==> config.mk <==
export PLATFORM = sky130hd
export DESIGN_NAME = modem_loop_unit
export DESIGN_NICKNAME = d
export VERILOG_FILES = /design/src/rtl/modem_pkg.sv /design/src/rtl/modem_sync_bank.sv /design/src/rtl/modem_ctl_reg.sv /design/src/rtl/modem_loop_router.sv /design/src/rtl/modem_delta_unit.sv /design/src/rtl/modem_loop_unit.sv
export SDC_FILE = /design/constraint.sdc
export NUM_CORES = 1
export LEC_CHECK = 0
export BUFFER_PORTS_ARGS = -buffer_cell sky130_fd_sc_hd__buf_2
export CAP_MARGIN = 10
export CORE_MARGIN = 2
export CORE_UTILIZATION = 40
export CTS_BUF_LIST = sky130_fd_sc_hd__clkbuf_8
export DETAILED_ROUTE_END_ITERATION = 6
export PLACE_DENSITY = 0.7
export REMOVE_ABC_BUFFERS = 1
export SLEW_MARGIN = 20
export SYNTH_ARGS = -nofsm -noshare
export SYNTH_HDL_FRONTEND = slang
export SYNTH_SLANG_ARGS = --single-unit
==> constraint.sdc <==
create_clock -name clk -period 1.9 [get_ports clk]
set_clock_uncertainty 0.15 [all_clocks]
set_input_delay 0.19 -clock clk [delete_from_list [all_inputs] [get_ports clk]]
set_output_delay 0.19 -clock clk [all_outputs]
set_load 0.02 [all_outputs]
==> src/rtl/modem_pkg.sv <==
package modem_pkg;
  localparam int unsigned NUM_LINES = 4;
  localparam int unsigned DATA_W    = 2 * NUM_LINES;
  localparam int unsigned CTL_W     = NUM_LINES + 1;
  localparam int unsigned LOOP_BIT  = NUM_LINES;
  localparam int unsigned SYNC_STG  = 2;

  // Active-high status inputs; bit order matches status register [3:0]/[7:4]
  typedef struct packed {
    logic dcd;
    logic ri;
    logic dsr;
    logic cts;
  } mline_t;
endpackage

==> src/rtl/modem_sync_bank.sv <==
module modem_sync_bank #(
  parameter int unsigned WIDTH   = 4,
  parameter int unsigned STAGES  = 2,
  parameter logic [WIDTH-1:0] RST_VAL = '1
) (
  input  logic             clk,
  input  logic             rst_n,
  input  logic [WIDTH-1:0] din,
  output logic [WIDTH-1:0] dout
);
  logic [WIDTH-1:0] stg_q [STAGES];
  logic [WIDTH-1:0] stg_d [STAGES];

  always_comb begin
    stg_d[0] = din;
    for (int i = 1; i < STAGES; i++) stg_d[i] = stg_q[i-1];
  end

  always_ff @(posedge clk or negedge rst_n) begin
    if (!rst_n) begin
      for (int i = 0; i < STAGES; i++) stg_q[i] <= RST_VAL;
    end else begin
      for (int i = 0; i < STAGES; i++) stg_q[i] <= stg_d[i];
    end
  end

  assign dout = stg_q[STAGES-1];
endmodule

==> src/rtl/modem_ctl_reg.sv <==
module modem_ctl_reg
  import modem_pkg::*;
(
  input  logic                 clk,
  input  logic                 rst_n,
  input  logic                 wr_en,
  input  logic [CTL_W-1:0]     wdata,
  output logic [CTL_W-1:0]     ctl_q,
  output logic [NUM_LINES-1:0] pins_n
);
  logic [CTL_W-1:0] ctl_d;
  logic             loop_on;

  always_comb begin
    ctl_d = ctl_q;
    if (wr_en) ctl_d = wdata;
  end

  always_ff @(posedge clk or negedge rst_n) begin
    if (!rst_n) ctl_q <= '0;
    else        ctl_q <= ctl_d;
  end

  assign loop_on = ctl_q[LOOP_BIT];

  for (genvar g = 0; g < NUM_LINES; g++) begin : g_pin
    assign pins_n[g] = loop_on ? 1'b1 : ~ctl_q[g];
  end
endmodule

==> src/rtl/modem_loop_router.sv <==
module modem_loop_router
  import modem_pkg::*;
(
  input  logic                 loop_on,
  input  logic [NUM_LINES-1:0] ctl_lines,
  input  mline_t               ext_act,
  input  logic                 tx_bit_i,
  input  logic                 rx_pin,
  output mline_t               eff,
  output logic                 tx_pin,
  output logic                 rx_bit_o
);
  mline_t looped;

  always_comb begin
    looped.cts = ctl_lines[0];
    looped.dsr = ctl_lines[1];
    looped.ri  = ctl_lines[2];
    looped.dcd = ctl_lines[3];
    eff        = loop_on ? looped : ext_act;
    tx_pin     = loop_on ? 1'b1 : tx_bit_i;
    rx_bit_o   = loop_on ? tx_bit_i : rx_pin;
  end
endmodule

==> src/rtl/modem_delta_unit.sv <==
module modem_delta_unit
  import modem_pkg::*;
(
  input  logic              clk,
  input  logic              rst_n,
  input  mline_t            eff,
  input  logic              rd_clr,
  input  logic              msi_en,
  output logic [DATA_W-1:0] status_o,
  output logic              irq
);
  mline_t               eff_q;
  logic [NUM_LINES-1:0] dlt_q, dlt_d, set_v;
  mline_t               chg;

  always_comb begin
    chg      = eff ^ eff_q;
    set_v[0] = chg.cts;
    set_v[1] = chg.dsr;
    set_v[2] = eff_q.ri & ~eff.ri;
    set_v[3] = chg.dcd;
    dlt_d    = (rd_clr ? '0 : dlt_q) | set_v;
  end

  always_ff @(posedge clk or negedge rst_n) begin
    if (!rst_n) begin
      eff_q <= '0;
      dlt_q <= '0;
    end else begin
      eff_q <= eff;
      dlt_q <= dlt_d;
    end
  end

  assign status_o = {eff_q, dlt_q};
  assign irq      = msi_en & (|dlt_q);

  a_r4_ri_trailing: assert property (@(posedge clk) disable iff (!rst_n)
    $rose(dlt_q[2]) |-> ($past(eff_q.ri) && !eff_q.ri));
  a_r4_cts_edge: assert property (@(posedge clk) disable iff (!rst_n)
    $rose(dlt_q[0]) |-> (eff_q.cts != $past(eff_q.cts)));
  a_r5_read_clears: assert property (@(posedge clk) disable iff (!rst_n)
    (rd_clr && (eff == eff_q)) |=> (dlt_q == '0));
  a_r6_irq_flag: assert property (@(posedge clk) disable iff (!rst_n)
    irq |-> (status_o[NUM_LINES-1:0] != '0));
endmodule

==> src/rtl/modem_loop_unit.sv <==
module modem_loop_unit
  import modem_pkg::*;
(
  input  logic              clk,
  input  logic              rst_n,
  input  logic              reg_addr,
  input  logic              reg_wr,
  input  logic              reg_rd,
  input  logic [CTL_W-1:0]  reg_wdata,
  output logic [DATA_W-1:0] reg_rdata,
  input  logic              msi_en,
  output logic              irq_modem,
  output logic              dtr_n,
  output logic              rts_n,
  output logic              out1_n,
  output logic              out2_n,
  input  logic              cts_n,
  input  logic              dsr_n,
  input  logic              dcd_n,
  input  logic              ri_n,
  output logic              tx_pin,
  input  logic              rx_pin,
  input  logic              tx_bit_i,
  output logic              rx_bit_o
);
  logic [1:0]           rst_pipe;
  logic                 rst_s;
  logic [CTL_W-1:0]     ctl_q;
  logic [NUM_LINES-1:0] pins_n;
  logic [NUM_LINES-1:0] ext_raw_n, ext_sync_n;
  mline_t               ext_act, eff;
  logic [DATA_W-1:0]    status;
  logic                 loop_on;

  // reset: asserted asynchronously, released on the clock
  always_ff @(posedge clk or negedge rst_n) begin
    if (!rst_n) rst_pipe <= '0;
    else        rst_pipe <= {rst_pipe[0], 1'b1};
  end
  assign rst_s = rst_pipe[1];

  modem_ctl_reg u_ctl (
    .clk   (clk),
    .rst_n (rst_s),
    .wr_en (reg_wr & ~reg_addr),
    .wdata (reg_wdata),
    .ctl_q (ctl_q),
    .pins_n(pins_n)
  );
  assign loop_on = ctl_q[LOOP_BIT];
  assign dtr_n   = pins_n[0];
  assign rts_n   = pins_n[1];
  assign out1_n  = pins_n[2];
  assign out2_n  = pins_n[3];

  assign ext_raw_n = {dcd_n, ri_n, dsr_n, cts_n};
  modem_sync_bank #(.WIDTH(NUM_LINES), .STAGES(SYNC_STG), .RST_VAL('1)) u_sync (
    .clk  (clk),
    .rst_n(rst_s),
    .din  (ext_raw_n),
    .dout (ext_sync_n)
  );
  assign ext_act = mline_t'(~ext_sync_n);

  modem_loop_router u_route (
    .loop_on  (loop_on),
    .ctl_lines(ctl_q[NUM_LINES-1:0]),
    .ext_act  (ext_act),
    .tx_bit_i (tx_bit_i),
    .rx_pin   (rx_pin),
    .eff      (eff),
    .tx_pin   (tx_pin),
    .rx_bit_o (rx_bit_o)
  );

  modem_delta_unit u_delta (
    .clk     (clk),
    .rst_n   (rst_s),
    .eff     (eff),
    .rd_clr  (reg_rd & reg_addr),
    .msi_en  (msi_en),
    .status_o(status),
    .irq     (irq_modem)
  );

  assign reg_rdata = reg_addr ? status : {{(DATA_W-CTL_W){1'b0}}, ctl_q};

  a_r7_loop_map: assert property (@(posedge clk) disable iff (!rst_s)
    $past(loop_on) |-> (status[7:4] == $past(ctl_q[3:0])));
  a_r9_tx_mark: assert property (@(posedge clk) disable iff (!rst_s)
    loop_on |-> (tx_pin && (rx_bit_o == tx_bit_i)));
  a_r10_pins_idle: assert property (@(posedge clk) disable iff (!rst_s)
    loop_on |-> (dtr_n && rts_n && out1_n && out2_n));
endmodule

==> results.txt <==
Vias in the first global route -> 684
Origin of the critical flop-to-flop path -> u_ctl.ctl_q[4]
FF-to-FF End -> u_delta.dlt_q[0]
Ant. Diodes -> 0
Met3 usage in global routing -> 4.571%
Footprint of the multi-input gates -> 337.8 um2
Period utilisation layout -> 94.57%
Worst-Skew Late Latency -> 0.26 ns
Synth top cells by count -> dfrtp_1, nand2_1, dfstp_2, o21ai_0, mux2_2
Clock Sinks -> 23
H-tree Lvls -> 1
Clock Power Share -> 24.4%
WL per Instance -> 11.07 um
Layout cell share with drive strength beyond 1 -> 43.90%
Post-DP HPWL -> 1259 um
# IOs -> 32
Mean Syn Cell Area -> 11.72 um2
Primary FF master, synth -> dfrtp_1
Psw -> 345.1 uW
Final global-route overflow total -> 0
Setup Viol. Count Final -> 0
Cells on worst reg2reg path -> 3
Unique cell type count in the Yosys netlist -> 19
Worst endpoint required time -> 1.56 ns
Clock root buffer -> clkbuf_8
Die height -> 52.73 um
Crit. End Element -> primary output
Postcts setup bufs -> 0
Drt pass-1 iters -> 4
First-pass GRT wire length -> 2829 um
Post-Synthesis Cells -> 81
Synthesized cell area -> 949.7 um2
Vias -> 685
Sequential Area -> 585.6 um2
R2r setup slk -> 0.48 ns
Startpoint types -> register
Design area -> 1269 um2
Worst Min Path Start -> reg_wdata[3]
Worst Setup Path Type -> reg -> out
Pleak -> 0.0005945 uW
Die width -> 52.73 um
Port Buffer Count -> 31
Min cycle time layout -> 1.797 ns
Clock tree buffer depth -> 2
Yosys reg bits -> 23
Seq/Total Area, Yosys -> 61.66%
Status -> complete, no violations
Hold Path End -> u_ctl.ctl_q[3]
Worst hold-check path type -> in -> reg
Area contributors post-synth -> dfrtp_1, dfstp_2, mux2_2, nor2b_4, o21ai_0
Total Wirelength -> 1672 um
Critical-path maximum fanout -> 16
Peak supply drop -> 642.0 uV
Grt met1 use -> 18.59%
RSZ-0062 raised after global routing -> no
Fillers -> 197
Most used routing layer -> met2
Worst path arrival time -> 1.46 ns
Post-CTS sizing -> 0
Max cap viols -> 0
Num CTS Buffers -> 3
Initial Util -> 42.52%
Area Overhead vs Synth -> 33.60%
GR Util met2 -> 22.29%
Full die area -> 2780 um2
Total chip power -> 1183 uW
Antenna Nets Post-Route -> 0
Post-Place Cell Area -> 1132 um2
PD cells -> 932.3 nW/um2
Post-synth ARST share -> 100.0%
Placeable Area -> 2233 um2
Number of synthesized flops with an enable pin -> 0
Max Freq -> 556.5 MHz
Final #Nets -> 141
Yosys top cell area share -> 39.53%
Residual DRC count -> 0
Sequential share of power -> 52.1%
Yosys top cell by area -> dfrtp_1
Gr usage total -> 14.29%
Placer Congestion -> 0.7502
Initial antenna violation count -> 0
Vias per cell -> 4.536
CTS tree -> built
Max-slew violations -> 0
Starting DRT DRC Count -> 6
Fin. Hold Viols -> 0
WHS Path Cells -> 2
Internal power -> 837.7 uW
Leading cell type by number of instances after synthesis -> dfrtp_1
Switching Share -> 29.18%
Yosys warns -> 0
Cell row count -> 17
Pin count of the biggest net entering global routing -> 21
Combinational share of power -> 23.6%
Setup TNS -> 0 ns
Clk pin slew, worst setup/hold paths -> 0.08 ns
flip-flops by register name, indices dropped and copies added (netlist names):
signal and flops:
rst_pipe 2, u_ctl.ctl_q 5, u_delta.dlt_q 4, u_delta.status_o 4
u_sync.dout 4, u_sync.stg_d 4
routing by layer:
layer | vias to the layer above | wire, um
met3 | 2 | 105
met1 | 312 | 788
li1 | 346 | -
met2 | 25 | 770
met4 | 0 | 8
met5 | - | 0
timing repair:
item / 4_1_cts / 5_1_grt
endpoints found under the hold margin: 9 / 1
hold buffers: 8 / 1
endpoints found under the setup margin: 0 / 0
power by group through the flow:
stage          Sequential (uW)  Clock [uW]  Combinational (uW)
2_1_floorplan              614           0                 183
3_3_place_gp               622           0                 264
3_5_place_dp               627           0                 269
4_1_cts                    618         299                 283
5_1_grt                    629         324                 310
6_report                   616         288                 279
metrics by stage:
| stage | worst slack, ns | cells | utilization, % | hold slack [ns] |
|---|---|---|---|---|
| after floorplan | 0.6307 | 78 | - | -0.2556 |
| after global placement | 0.4313 | 138 | 50.70 | -0.1746 |
| after detailed placement | 0.3788 | 138 | 50.70 | -0.1704 |
| after CTS | 0.08257 | 150 | 56.36 | 0.004756 |
| after global routing | 0.01502 | 151 | 56.81 | 0.02351 |
| final | 0.1031 | 151 | 56.81 | 0.01976 |
placed cells by master, fill, tap and decap left out:
master / n
dlygate4sd3_1: 9
dfstp_2: 8
nand2_1: 10
buf_2: 31
dfrtp_1: 15
or2_2: 1
conb_1: 1
nand2b_1: 4
nor2b_4: 3
o21ai_0: 8
o41a_1: 1
buf_4: 1
or3_1: 3
and2_1: 3
nand3_1: 3
clkbuf_8: 3
nor2_1: 3
mux2_2: 6
o21ai_1: 1
nor2b_1: 4
mux2_1: 1
inv_1: 3
clkinv_2: 1
critical path: stages (launching register included):
cell and delay, ns:
dfrtp_1 0.65, mux2_2 0.39, buf_2 0.16
layout make-up:
type	instances	area share, %
flip-flops and latches	23	46.15
well taps	28	2.761
clock buffers	3	3.254
repair buffers	41	19.92
clock inverters	1	0.3945
inverters	3	0.8876
multi-input cells	52	26.63
worst max path at each step:
stage / startpoint / end / slack [ns] / cells past startpoint
2_1_floorplan: u_ctl.ctl_q[4] / rx_bit_o / 0.63 / 1
6_report: u_ctl.ctl_q[4] / rx_bit_o / 0.10 / 2
3_3_place_gp: u_ctl.ctl_q[4] / rx_bit_o / 0.43 / 2
5_1_grt: u_ctl.ctl_q[4] / rx_bit_o / 0.02 / 2
3_5_place_dp: u_ctl.ctl_q[4] / rx_bit_o / 0.38 / 2
4_1_cts: u_ctl.ctl_q[4] / rx_bit_o / 0.08 / 2
logic make-up (layout without fill, tap and decap cells):
group,after synthesis,in the layout,synth area share [%]
compound gates,10,10,5.928
buf+inv,6,48,2.766
flops,23,23,61.66
mux,7,7,8.300
other cells,1,1,0.3949
simple gates,34,34,20.95
Power figures use the tool's default switching activity.
